==> src/rtl/eirq_pkg.sv <==
package eirq_pkg;
  typedef enum logic [2:0] {
    TRIG_LOW  = 3'd0,
    TRIG_HIGH = 3'd1,
    TRIG_FALL = 3'd2,
    TRIG_RISE = 3'd3,
    TRIG_BOTH = 3'd4,
    TRIG_OFF  = 3'd7
  } trig_e;
  localparam int FIELD_W = 4;
endpackage

==> src/rtl/eirq_sync.sv <==
module eirq_sync #(
  parameter int W = 8
) (
  input  logic         clk,
  input  logic         rst_n,
  input  logic [W-1:0] d_i,
  output logic [W-1:0] q_o
);
  logic [W-1:0] meta_q;
  always_ff @(posedge clk or negedge rst_n) begin
    if (!rst_n) begin
      meta_q <= '0;
      q_o    <= '0;
    end else begin
      meta_q <= d_i;
      q_o    <= meta_q;
    end
  end
endmodule

==> src/rtl/eirq_lane.sv <==
module eirq_lane
  import eirq_pkg::*;
(
  input  logic       clk,
  input  logic       rst_n,
  input  logic       lvl_s,
  input  logic       cfg_we,
  input  logic [2:0] cfg_wd,
  input  logic       clr,
  output logic [2:0] cfg_q,
  output logic       pend_q
);
  trig_e mode_q;
  logic  prev_q;
  logic  hit;

  always_ff @(posedge clk or negedge rst_n) begin
    if (!rst_n) begin
      mode_q <= TRIG_OFF;
      prev_q <= 1'b0;
      pend_q <= 1'b0;
    end else begin
      prev_q <= lvl_s;
      if (cfg_we) mode_q <= trig_e'(cfg_wd);
      // a new event outranks a same-edge clear
      pend_q <= (pend_q & ~clr) | hit;
    end
  end

  always_comb begin
    case (mode_q)
      TRIG_LOW:  hit = ~lvl_s;
      TRIG_HIGH: hit = lvl_s;
      TRIG_FALL: hit = prev_q & ~lvl_s;
      TRIG_RISE: hit = ~prev_q & lvl_s;
      TRIG_BOTH: hit = prev_q ^ lvl_s;
      default:   hit = 1'b0;
    endcase
  end

  assign cfg_q = mode_q;
endmodule

==> src/rtl/eirq_bank.sv <==
module eirq_bank
  import eirq_pkg::*;
#(
  parameter int LANES = 8,
  localparam int DW = LANES * FIELD_W
) (
  input  logic             clk,
  input  logic             rst_n,
  input  logic [LANES-1:0] pin_s,
  input  logic             cfg_we,
  input  logic             mask_we,
  input  logic             clr_we,
  input  logic [DW-1:0]    wdata,
  output logic [DW-1:0]    cfg_rd,
  output logic [LANES-1:0] mask_q,
  output logic [LANES-1:0] pend_q
);
  always_ff @(posedge clk or negedge rst_n) begin
    if (!rst_n)       mask_q <= '1;
    else if (mask_we) mask_q <= wdata[LANES-1:0];
  end

  for (genvar k = 0; k < LANES; k++) begin : g_lane
    logic [2:0] code;
    eirq_lane u_lane (
      .clk    (clk),
      .rst_n  (rst_n),
      .lvl_s  (pin_s[k]),
      .cfg_we (cfg_we),
      .cfg_wd (wdata[k*FIELD_W +: 3]),
      .clr    (clr_we & wdata[k]),
      .cfg_q  (code),
      .pend_q (pend_q[k])
    );
    assign cfg_rd[k*FIELD_W +: FIELD_W] = {1'b0, code};
  end
endmodule

==> src/rtl/ext_irq_ctrl.sv <==
module ext_irq_ctrl
  import eirq_pkg::*;
#(
  parameter int NUM_BANKS = 4,
  parameter int PPB       = 8,
  parameter int DEDICATED = 16,
  localparam int NP     = NUM_BANKS * PPB,
  localparam int DW     = PPB * FIELD_W,
  localparam int BANK_W = $clog2(NUM_BANKS),
  localparam int ADDR_W = BANK_W + 2
) (
  input  logic                 clk,
  input  logic                 rst_n,
  input  logic [NP-1:0]        pin_i,
  input  logic                 bus_we,
  input  logic [ADDR_W-1:0]    bus_addr,
  input  logic [DW-1:0]        bus_wdata,
  output logic [DW-1:0]        bus_rdata,
  output logic [DEDICATED-1:0] irq_low_o,
  output logic                 irq_shared_o
);
  localparam logic [1:0] KIND_CFG  = 2'd0;
  localparam logic [1:0] KIND_MASK = 2'd1;
  localparam logic [1:0] KIND_PEND = 2'd2;

  logic [1:0]        kind;
  logic [BANK_W-1:0] bank;
  logic [NP-1:0]     pin_s;
  logic [NP-1:0]     pend_all;
  logic [NP-1:0]     mask_all;
  logic [DW-1:0]     cfg_rd [NUM_BANKS];

  assign kind = bus_addr[ADDR_W-1 -: 2];
  assign bank = bus_addr[BANK_W-1:0];

  eirq_sync #(.W(NP)) u_sync (
    .clk   (clk),
    .rst_n (rst_n),
    .d_i   (pin_i),
    .q_o   (pin_s)
  );

  for (genvar b = 0; b < NUM_BANKS; b++) begin : g_bank
    logic hit_bank;
    assign hit_bank = bus_we && (bank == BANK_W'(b));
    eirq_bank #(.LANES(PPB)) u_bank (
      .clk     (clk),
      .rst_n   (rst_n),
      .pin_s   (pin_s[b*PPB +: PPB]),
      .cfg_we  (hit_bank && kind == KIND_CFG),
      .mask_we (hit_bank && kind == KIND_MASK),
      .clr_we  (hit_bank && kind == KIND_PEND),
      .wdata   (bus_wdata),
      .cfg_rd  (cfg_rd[b]),
      .mask_q  (mask_all[b*PPB +: PPB]),
      .pend_q  (pend_all[b*PPB +: PPB])
    );
  end

  always_comb begin
    bus_rdata = '0;
    case (kind)
      KIND_CFG:  bus_rdata = cfg_rd[bank];
      KIND_MASK: bus_rdata[PPB-1:0] = mask_all[bank*PPB +: PPB];
      KIND_PEND: bus_rdata[PPB-1:0] = pend_all[bank*PPB +: PPB];
      default:   bus_rdata = '0;
    endcase
  end

  assign irq_low_o    = pend_all[DEDICATED-1:0] & ~mask_all[DEDICATED-1:0];
  assign irq_shared_o = |(pend_all[NP-1:DEDICATED] & ~mask_all[NP-1:DEDICATED]);
endmodule

==> config.mk <==
export PLATFORM = sky130hd
export DESIGN_NAME = ext_irq_ctrl
export DESIGN_NICKNAME = d
export VERILOG_FILES = /design/src/rtl/eirq_pkg.sv /design/src/rtl/eirq_sync.sv /design/src/rtl/eirq_lane.sv /design/src/rtl/eirq_bank.sv /design/src/rtl/ext_irq_ctrl.sv
export SDC_FILE = /design/constraint.sdc
export NUM_CORES = 1
export LEC_CHECK = 0
export BUFFER_PORTS_ARGS = -buffer_cell sky130_fd_sc_hd__buf_4
export CAP_MARGIN = 5
export CORE_UTILIZATION = 30
export DETAILED_ROUTE_END_ITERATION = 7
export PLACE_DENSITY = 0.45
export SLEW_MARGIN = 20
export SYNTH_ARGS = -nofsm -noshare
export SYNTH_HDL_FRONTEND = slang
export SYNTH_SLANG_ARGS = --single-unit
==> constraint.sdc <==
create_clock -name clk -period 2.6 [get_ports clk]
set_input_delay 0.26 -clock clk [delete_from_list [all_inputs] [get_ports clk]]
set_output_delay 0.26 -clock clk [all_outputs]
set_load 0.005 [all_outputs]
==> results.md, run 1 <==
* Distinct cells, synth at 49
* Final worst-path cycle share at between 80% and 90%
* CP required at between 2000 and 2500 ps
* Largest stage delay, worst path at 480 ps
* Setup bufs post-CTS at 0
* Most frequent cells in the layout: buf_4, dfstp_2, dfrtp_1
* Final Util at 38.2%
* Yosys reg bits at 256
* Drt drc at 8
* Top Ports at 120
* Crit path cell chain: mux4_1 -> o221ai_1 -> nand2_1 -> buf_4
* Die W at 207 um
* Slowest stage cell on the critical path: mux4_1
* Slew Limit Headroom at 61.8%
* Async SR Flop Fraction at 100%
* Commonest non-fill, non-tap cell in the layout: buf_4
* Largest net degree at the start of global routing at 66
* Max-slew violations at 0
* Worst path arrival time at 2010 ps
* Root Buffer: clkbuf_16
* DR vias/cell at 4.67
* Setup CP Type: reg2out
* CP Launch Type: register
* Minimum clock period at 2270 ps
* Peak VDD IR at 372 uV
* Number of synthesis warnings at 0
* Drt pass-1 iters at 6
* Initial antenna violation count at 2
* Die area at 42900 um^2
* Clk sinks at 256
* Failing checks: design-rule violations
* Core ar. at 41100 um^2
* P&R area growth vs syn at 24.6%
* Clock Latency Late Sink at roughly 520 ps
* Crit path buffers/inverters at 1
* Port buffer count at 107
* First-pass GRT wire length at 52600 um
* Finish-stage setup viols at 0
* Max-Cap Viols at 0
* GP Congestion at roughly 0.76
* Final hold vios at 0
* CTS tree: built
* Worst-path fanout max at 2
* Die Y at ~210 um
* Avg Cell Area, Syn at 12.9 um^2
* CTS buffer count at 34
* FMAX at 441 MHz
* H-tree Lvls at 2
* Worst hold-check path type: in2reg
* GRT Residual Overflow at 0
* CP endpoint kind: output port
* Clock buffer depth at 3
* CTS clk-pin slew, worst paths at 50 ps
* Worst-margin pin slew at approximately 570 ps
* Fin Setup TNS at 0 ps
* Worst Skew at 9.01 ps
* Row cnt at 74
* Layout cells sized above 1 at 38.9%
* Power per Cell Area at 767 nW/um^2
* EDFF count, synth at 0
* Post-DP HPWL at ~23000 um
* Iter 0 DRT Violations at 326
* Seq/Total Area, Yosys at 52.0%
* Total track usage at 16.1%
* Detailed-route via count at 8061
* Vias in the first global route at 8725
* Number of cells produced by synthesis at 975
* CP top delay family: multiplexers
* RSZ-0062 raised after global routing: false
* Final nets at 1305
* Post-Synthesis Cell Area at roughly 13000 um^2
* Final WL at 33100 um
* Initial Util at between 30% and 40%
* Ys flop type: dfstp_2
* Status: complete, but fails checks
* Antenna-violating nets left at 0
* Leakage at 0.00677 uW
* WL/cell at 19.2 um
cell usage after synthesis, types with 2 or more instances:
master    instances  area, um^2
mux4_2           26         586
a221oi_1          4        35.0
o211ai_1          2        15.0
buf_12            2        40.0
a221o_1           3        30.0
o31ai_1           3        22.5
o22ai_1           7        43.8
nor2_1           25        93.8
inv_1            83         312
mux2_1           20         225
buf_4             9        67.6
dfrtp_1         128        3200
buf_6             6        67.6
nor3_1            4        20.0
clkbuf_1         11        41.3
and4b_1           2        20.0
nand4_2           2        25.0
nand2b_1          3        18.8
ha_1             68         851
nand2_1          38         143
mux2_2          116        1310
mux4_1            8         210
dfstp_2         128        3360
and2_1           18         113
xnor2_1          21         184
buf_2            12        60.1
a21oi_1          40         200
o221ai_1          2        17.5
nand3_1           2        10.0
nor3b_1          28         210
nand3_2           2        20.0
mux2i_1          36         360
a211oi_1          8        60.1
o21ai_0          71         355
nor2b_1          19         119
xor2_1            5        43.8
metrics by stage:
stage | hold slack [ps] | area [um^2] | total power, uW | setup slack [ps] | cells
3_5_place_dp | 274 | 14100 | 7610 | 353 | 1611
5_1_grt | 30.3 | 15700 | 12800 | 211 | 1724
2_1_floorplan | -35.6 | 12600 | 6690 | 942 | 980
6_report | 42.0 | 15700 | 12100 | 331 | 1725
3_3_place_gp | 275 | 14100 | 7570 | 335 | 1611
4_1_cts | 11.9 | 15700 | 12300 | 312 | 1724
per-layer routing:
layer | up-vias | track usage [%] | wire [um]
met4 | 2 | 5.17 | 786
met3 | 56 | 3.21 | 1570
li1 | 3801 | - | -
met2 | 142 | 25.6 | 15500
met5 | - | 0 | 12
met1 | 4060 | 21.8 | 15300
state kept, by name, summed over array words and instances (netlist names):
signal                              count
u_sync.q_o                             32
g_bank.u_bank.g_lane.u_lane.prev_q     32
g_bank.u_bank.mask_q                   32
g_bank.u_bank.g_lane.u_lane.cfg_q      96
g_bank.u_bank.g_lane.u_lane.pend_q     32
u_sync.meta_q                          32
what timing repair did:
action / CTS / global route
endpoints found under the hold margin: 132 / 0
gates resized for setup: 0 / 0
hold buffers: 51 / 0
cell families (layout without fill, tap and decap cells):
kind of cell    after synthesis  after routing  share of synthesized area [%]
compound gates              142            142                           6.30
mux                         206            206                           21.3
flops                       256            256                           52.0
buf+inv                     125            337                           4.81
fa+ha+maj                    68             68                           6.74
other cells                   1              7                         0.0297
simple gates                151            151                           6.96
xor+xnor                     26             26                           1.81
layout make-up:
| class | instances | area [um^2] |
|---|---|---|
| Clock buffer | 60 | 1060 |
| Timing Repair Buffer | 192 | 1640 |
| Sequential cell | 256 | 6570 |
| Tap cell | 532 | 666 |
| Multi-Input combinational cell | 599 | 5460 |
| Antenna cell | 1 | 2.50 |
| Fill cell | 4046 | 25400 |
| Clock inverter | 2 | 10.0 |
| Inverter | 83 | 312 |
power by group:
group	internal, uW	leakage [uW]	total (uW)	switching [uW]
Sequential	4920	0.00275	5550	629
Clock	2760	0.000521	4500	1740
Combinational	1200	0.00350	2010	811
final timing paths:
check | from | endpoint | slack (ps) | depth (start not counted)
worst max-delay path | g_bank[3].u_bank.g_lane[5].u_lane.pend_q$_DFF_PN0_ | bus_rdata[5] | 330 | 4
worst min-delay path | bus_wdata[3] | g_bank[2].u_bank.mask_q[3]$_DFFE_PN1P_ | 40 | 2
worst max register to register | u_sync.q_o[25]$_DFF_PN0_ | g_bank[3].u_bank.g_lane[1].u_lane.pend_q$_DFF_PN0_ | 1160 | 5
worst min register to register | u_sync.meta_q[9]$_DFF_PN0_ | u_sync.q_o[9]$_DFF_PN0_ | 340 | 0
max in group asynchronous | rst_n | g_bank[3].u_bank.g_lane[2].u_lane.cfg_q[1]$_DFFE_PN1P_ | 1470 | 3
min in group asynchronous | rst_n | u_sync.meta_q[16]$_DFF_PN0_ | 300 | 2
No activity file was read; power rests on OpenSTA's default activity.
==> run 2: changes to the inputs <==
--- a/config.mk
+++ b/config.mk
@@ -5,11 +5,13 @@
 export SDC_FILE = /design/constraint.sdc
 export NUM_CORES = 1
 export LEC_CHECK = 0
-export BUFFER_PORTS_ARGS = -buffer_cell sky130_fd_sc_hd__buf_4
 export CAP_MARGIN = 5
 export CORE_UTILIZATION = 30
+export CTS_BUF_LIST = sky130_fd_sc_hd__clkbuf_4
 export DETAILED_ROUTE_END_ITERATION = 7
-export PLACE_DENSITY = 0.45
+export DONT_BUFFER_PORTS = 1
+export MAX_ROUTING_LAYER = met4
+export PLACE_DENSITY = 0.43
 export SLEW_MARGIN = 20
 export SYNTH_ARGS = -nofsm -noshare
 export SYNTH_HDL_FRONTEND = slang
==> results.md, run 2 (same netlist as run 1, synthesis figures left out) <==
* Clock buffer depth at 3 (unchanged)
* Final WL at 34100 um (+2.9%)
* Initial antenna violation count at 7 (+5)
* CP Launch Type: register
* Setup WS post-layout at 184 ps (-147 ps)
* Multi-input logic area at 5470 um^2 (+0.18%)
* Worst R2R Start: u_sync.q_o[25]$_DFF_PN0_
* Largest net degree at the start of global routing at 257 (+290%)
* Drt drc at 8 (unchanged)
* Port buffer count at 0 (-100%)
* Minimum clock period at 2420 ps (+147 ps)
* Die area at 42900 um^2 (unchanged)
* Worst path arrival time at 2160 ps (+150 ps)
* CTS tree: built
* Final worst-path cycle share at 92.9% (+5.7 points)
* Root Buffer: clkbuf_4
* H-tree Lvls at 3 (+1)
* Register cell area after layout at 6570 um^2 (unchanged)
* Finish-stage setup viols at 0 (unchanged)
* Clk sinks at 256 (unchanged)
* Worst Skew at 34.5 ps (+25.4 ps)
* Pre-CTS setup slack at 622 ps (+269 ps)
* Power per Cell Area at 752 nW/um^2 (-2.0%)
* DR vias/cell at 4.74 (+1.3%)
* Initial Util at 30.7% (unchanged)
* Worst hold-check path type: in2async
* CTS clk-pin slew, worst paths at 70 ps (+20 ps)
* CP required at 2340 ps (about the same)
* Clock Latency Late Sink at 780 ps (+260 ps)
* Most frequent cells in the layout: dfstp_2, dfrtp_1, clkbuf_4
* Max-slew violations at 0 (unchanged)
* Detailed-route via count at 8221 (+2.0%)
* Core ar. at 41100 um^2 (unchanged)
* Row cnt at 74 (unchanged)
* Worst r2r dst: g_bank[3].u_bank.g_lane[1].u_lane.pend_q$_DFF_PN0_
* # fillers at 4097 (+1.3%)
* Die Y at 207 um (unchanged)
* Worst-margin pin slew at 1130 ps (+556 ps)
* Vias in the first global route at 8821 (+1.1%)
* Drt pass-1 iters at 8 (+2)
* GP Congestion at 0.761 (-0.41%)
* Placed Cells at 1486 (-7.8%)
* Iter 0 DRT Violations at 334 (+2.5%)
* Final hold vios at 256 (+256)
* Slew Limit Headroom at 24.8% (-37 points)
* WL/cell at 19.6 um (+2.3%)
* Max-Cap Viols at 0 (unchanged)
* P&R area growth vs syn at 20.6%
* Worst hold slack at -801 ps (-843 ps)
* Leakage at 0.00645 uW (-4.7%)
* Post-DP HPWL at 21600 um (-6.1%)
* Antenna-violating nets left at 0 (unchanged)
* R2R Setup Slk at 1190 ps (+30 ps)
* Final nets at 1270 (-2.7%)
* Top Ports at 120 (unchanged)
* First-pass GRT wire length at 54000 um (+2.6%)
* Layout cells sized above 1 at 35.4% (-3.6 points)
* Largest register FFs at 96 (unchanged)
* Die W at 207 um (unchanged)
* FMAX at 414 MHz (-6.1%)
* Setup CP Type: reg2out
* Non-Filler Instances at 1736 (+0.64%)
* Setup bufs post-CTS at 0 (unchanged)
* Failing checks: design-rule violations, negative hold slack
* Peak VDD IR at 378 uV (+1.6%)
* Fin Setup TNS at 0 ps (unchanged)
* RSZ-0062 raised after global routing: false
* Status: complete, but fails checks
* Total track usage at 17.1% (+1.1 points)
* Worst-path fanout max at 3 (+1)
* GRT Residual Overflow at 0 (unchanged)
* CP endpoint kind: output port
* Worst R2R Path Depth at 5 (unchanged)
* CTS buffer count at 78 (+130%)
run 2: cell types whose count changed in the layout (fill, tap and decap cells not counted), moves of 7 or more:
cell,delta
clkbuf_1,-18
clkbuf_4,+118
dlygate4sd3_1,+46
clkinv_1,+19
clkbuf_16,-37
buf_4,-122
diode_2,+7
run 2: final cells by class:
cell class / count / area share [%]
flip-flops and latches: 256 / 43.2
multi-input cells: 599 / 36.0
repair buffers: 113 / 7.42
clock buffers: 118 / 5.82
well taps: 532 / 4.38
inverters: 83 / 2.05
clock inverters: 27 / 1.05
diodes: 8 / 0.132
run 2: metal layers:
| metal | up-vias | global-route usage (%) | wire length [um] |
|---|---|---|---|
| met4 | 0 | 6.38 | 918 |
| met2 | 178 | 26.0 | 15900 |
| met1 | 4154 | 21.3 | 15200 |
| li1 | 3813 | - | - |
| met3 | 76 | 5.43 | 2080 |
| met5 | - | - | 0 |
run 2: metrics by stage:
step / hold WS [ps] / util [%] / total power (uW) / cell area (um^2)
finish: -801 / 37.0 / 11400 / 15200
global route: -908 / 37.0 / 12200 / 15200
CTS: -915 / 36.9 / 11700 / 15200
detailed placement: -25.2 / 32.0 / 7200 / 13200
global placement: -25.7 / 32.0 / 7160 / 13200
floorplan: -35.6 / - / 6690 / 12600
run 2: worst max path at each step:
stage	from	to	cells after the start
3_3_place_gp	bus_addr[2]	bus_rdata[4]	7
3_5_place_dp	bus_addr[2]	g_bank[2].u_bank.g_lane[4].u_lane.pend_q$_DFF_PN0_	7
5_1_grt	g_bank[3].u_bank.mask_q[5]$_DFFE_PN1P_	bus_rdata[5]	3
4_1_cts	g_bank[3].u_bank.mask_q[5]$_DFFE_PN1P_	bus_rdata[5]	3
6_report	g_bank[3].u_bank.mask_q[5]$_DFFE_PN1P_	bus_rdata[5]	3
2_1_floorplan	bus_addr[2]	bus_rdata[0]	7
run 2: timing repair:
item                                    CTS  global route
hold endpoints to repair                448           258
resized for setup                         1             1
endpoints found under the setup margin    1             1
hold buffers                             95             2
run 2: critical path: stages (launching register included):
cell      delay, ps
dfstp_2         390
mux4_1          500
o221ai_1        310
nand2_1         170
run 2: where the power goes:
group | switching (uW) | leakage, uW | total, uW | internal, uW
Combinational | 673 | 0.00308 | 1730 | 1060
Sequential | 627 | 0.00275 | 5540 | 4920
Clock | 1890 | 0.000626 | 4160 | 2280
==> run 3: changes to the inputs <==
--- a/config.mk
+++ b/config.mk
@@ -5,13 +5,14 @@
 export SDC_FILE = /design/constraint.sdc
 export NUM_CORES = 1
 export LEC_CHECK = 0
+export BUFFER_PORTS_ARGS = -buffer_cell sky130_fd_sc_hd__buf_4
 export CAP_MARGIN = 5
 export CORE_UTILIZATION = 30
 export CTS_BUF_LIST = sky130_fd_sc_hd__clkbuf_4
 export DETAILED_ROUTE_END_ITERATION = 7
-export DONT_BUFFER_PORTS = 1
 export MAX_ROUTING_LAYER = met4
-export PLACE_DENSITY = 0.43
+export PLACE_DENSITY = 0.45
+export RECOVER_POWER = 50
 export SLEW_MARGIN = 20
 export SYNTH_ARGS = -nofsm -noshare
 export SYNTH_HDL_FRONTEND = slang
==> results.md, run 3 (same netlist as run 1, synthesis figures left out) <==
* Worst r2r dst: g_bank[3].u_bank.g_lane[1].u_lane.pend_q$_DFF_PN0_
* Worst-path fanout max at 3 (unchanged)
* FMAX at 403 MHz (-2.5%)
* Final nets at 1357 (+6.9%)
* Detailed-route via count at 8435 (+2.6%)
* Worst-margin pin slew at 1800 ps (+672 ps)
* Worst path arrival time at 2220 ps (+60 ps)
* Non-Filler Instances at 1819 (+4.8%)
* WL/cell at 18.4 um (-6.2%)
* Worst hold-check path type: in2reg
* CTS clk-pin slew, worst paths at 70 ps (about the same)
* GP Congestion at 0.776 (+2.0%)
* Peak VDD IR at 294 uV (-22%)
* Die area at 42900 um^2 (unchanged)
* CP endpoint kind: output port
* Initial Util at 30.7% (unchanged)
* R2R Setup Slk at 1170 ps (-20 ps)
* Pre-CTS setup slack at 353 ps (-269 ps)
* Post-DP HPWL at 23000 um (+6.5%)
* Area after DPL at 14100 um^2 (+7.4%)
* Total chip power at 11700 uW (+2.7%)
* Die Y at 207 um (unchanged)
* Core ar. at 41100 um^2 (unchanged)
* Drt pass-1 iters at 8 (unchanged)
* Placed Cells at 1611 (+8.4%)
* Final hold vios at 0 (-100%)
* First-pass GRT wire length at 53400 um (-1.0%)
* Clock buffer depth at 3 (unchanged)
* H-tree Lvls at 3 (unchanged)
* CP Launch Type: register
* Max-Cap Viols at 1 (+1)
* Finish-stage setup viols at 0 (unchanged)
* Hold_sp: bus_we
* Worst Skew at 36.0 ps (+1.57 ps)
* Largest net degree at the start of global routing at 66 (-74%)
* Failing checks: design-rule violations, max-capacitance violations, max-slew violations
* Root Buffer: clkbuf_4
* Status: complete, but fails checks
* # fillers at 4113 (+0.39%)
* Most frequent cells in the layout: clkbuf_4, dfstp_2, dfrtp_1
* CP top delay family: multiplexers
* Power per Cell Area at 745 nW/um^2 (-0.90%)
* Leakage at 0.00690 uW (+7.0%)
* Setup WS post-layout at 121 ps (-62.5 ps)
* Max-slew violations at 65 (+65)
* CTS buffer count at 78 (unchanged)
* CP required at 2340 ps (about the same)
* Worst R2R Start: u_sync.q_o[25]$_DFF_PN0_
* DR vias/cell at 4.64 (-2.1%)
* P&R area growth vs syn at 24.9%
* Layout cells sized above 1 at 43.3% (+8.0 points)
* Drt drc at 4 (-4)
* Largest register FFs at 96 (unchanged)
* Setup CP Type: reg2out
* Final WL at 33500 um (-1.7%)
* Iter 0 DRT Violations at 374 (+12%)
* Minimum clock period at 2480 ps (+62.5 ps)
* Worst R2R Path Depth at 5 (unchanged)
* CTS tree: built
* Final instance area at 15800 um^2 (+3.6%)
* Total track usage at 16.8% (-0.34 points)
* Port buffer count at 107 (+107)
* Clk sinks at 256 (unchanged)
* Initial antenna violation count at 4 (-3)
* Crit path buffers/inverters at 1 (+1)
* Fin Setup TNS at 0 ps (unchanged)
* Die W at 207 um (unchanged)
* Min-Delay Path Depth at 4
* Slew Limit Headroom at -20.0% (-45 points)
* GRT Residual Overflow at 0 (unchanged)
* Antenna-violating nets left at 0 (unchanged)
* Hold Path End: g_bank[0].u_bank.mask_q[7]$_DFFE_PN1P_
* Vias in the first global route at 9163 (+3.9%)
* Setup bufs post-CTS at 0 (unchanged)
* Commonest non-fill, non-tap cell in the layout: clkbuf_4
* Final worst-path cycle share at 95.3% (+2.4 points)
* Crit path cell chain: mux4_1 -> o221ai_1 -> nand2_1 -> buf_4
* Top Ports at 120 (unchanged)
* Slowest stage cell on the critical path: mux4_1
* Critical path depth at 4 (+1)
* Largest stage delay, worst path at 540 ps (+40 ps)
* Row cnt at 74 (unchanged)
* Clock Latency Late Sink at 730 ps (-50 ps)
-- run 3: worst min-delay path, stage by stage --
cell and delay, ps:
buf_4 170, nand2_1 110, nor2_4 100, mux2_2 230
-- run 3: stage by stage --
step | hold slack (ps) | utilization [%]
3_5_place_dp | 274 | 34.4
4_1_cts | 49.8 | 38.4
6_report | 164 | 38.3
3_3_place_gp | 275 | 34.4
2_1_floorplan | -35.6 | -
5_1_grt | 115 | 38.3
-- run 3: worst max path at each step --
stage | slack (ps) | startpoint | to
2_1_floorplan | 940 | bus_addr[2] | bus_rdata[0]
3_3_place_gp | 330 | bus_addr[0] | bus_rdata[13]
3_5_place_dp | 350 | bus_addr[0] | bus_rdata[25]
4_1_cts | 40 | g_bank[2].u_bank.g_lane[5].u_lane.pend_q$_DFF_PN0_ | bus_rdata[5]
5_1_grt | -0.9 | g_bank[2].u_bank.g_lane[0].u_lane.pend_q$_DFF_PN0_ | bus_rdata[0]
6_report | 120 | g_bank[2].u_bank.g_lane[0].u_lane.pend_q$_DFF_PN0_ | bus_rdata[0]
-- run 3: final cells by class --
cell class,count,area (um^2),area share [%]
flip-flops and latches,256,6570,41.7
multi-input cells,599,5460,34.7
repair buffers,200,1680,10.7
clock buffers,131,983,6.24
well taps,532,666,4.22
inverters,83,312,1.98
clock inverters,14,80.1,0.508
diodes,4,10.0,0.0635
-- run 3: layer usage --
layer  global-route usage [%]  part of all wire (%)
met1                     21.6                    47
met4                     5.97                   2.7
met3                     3.84                   4.0
met2                     25.9                    47
met5                        -                     0
-- run 3: power by group --
group | internal (uW) | switching (uW) | leakage (uW)
Sequential | 4920 | 632 | 0.00275
Combinational | 1200 | 817 | 0.00351
Clock | 2360 | 1820 | 0.000648
Total | 8470 | 3270 | 0.00690
-- run 3: repair_timing --
action | 4_1_cts | 5_1_grt
resized for setup | 0 | 1
hold endpoints to repair | 345 | 0
hold buffers | 59 | 0
endpoints found under the setup margin | 0 | 1
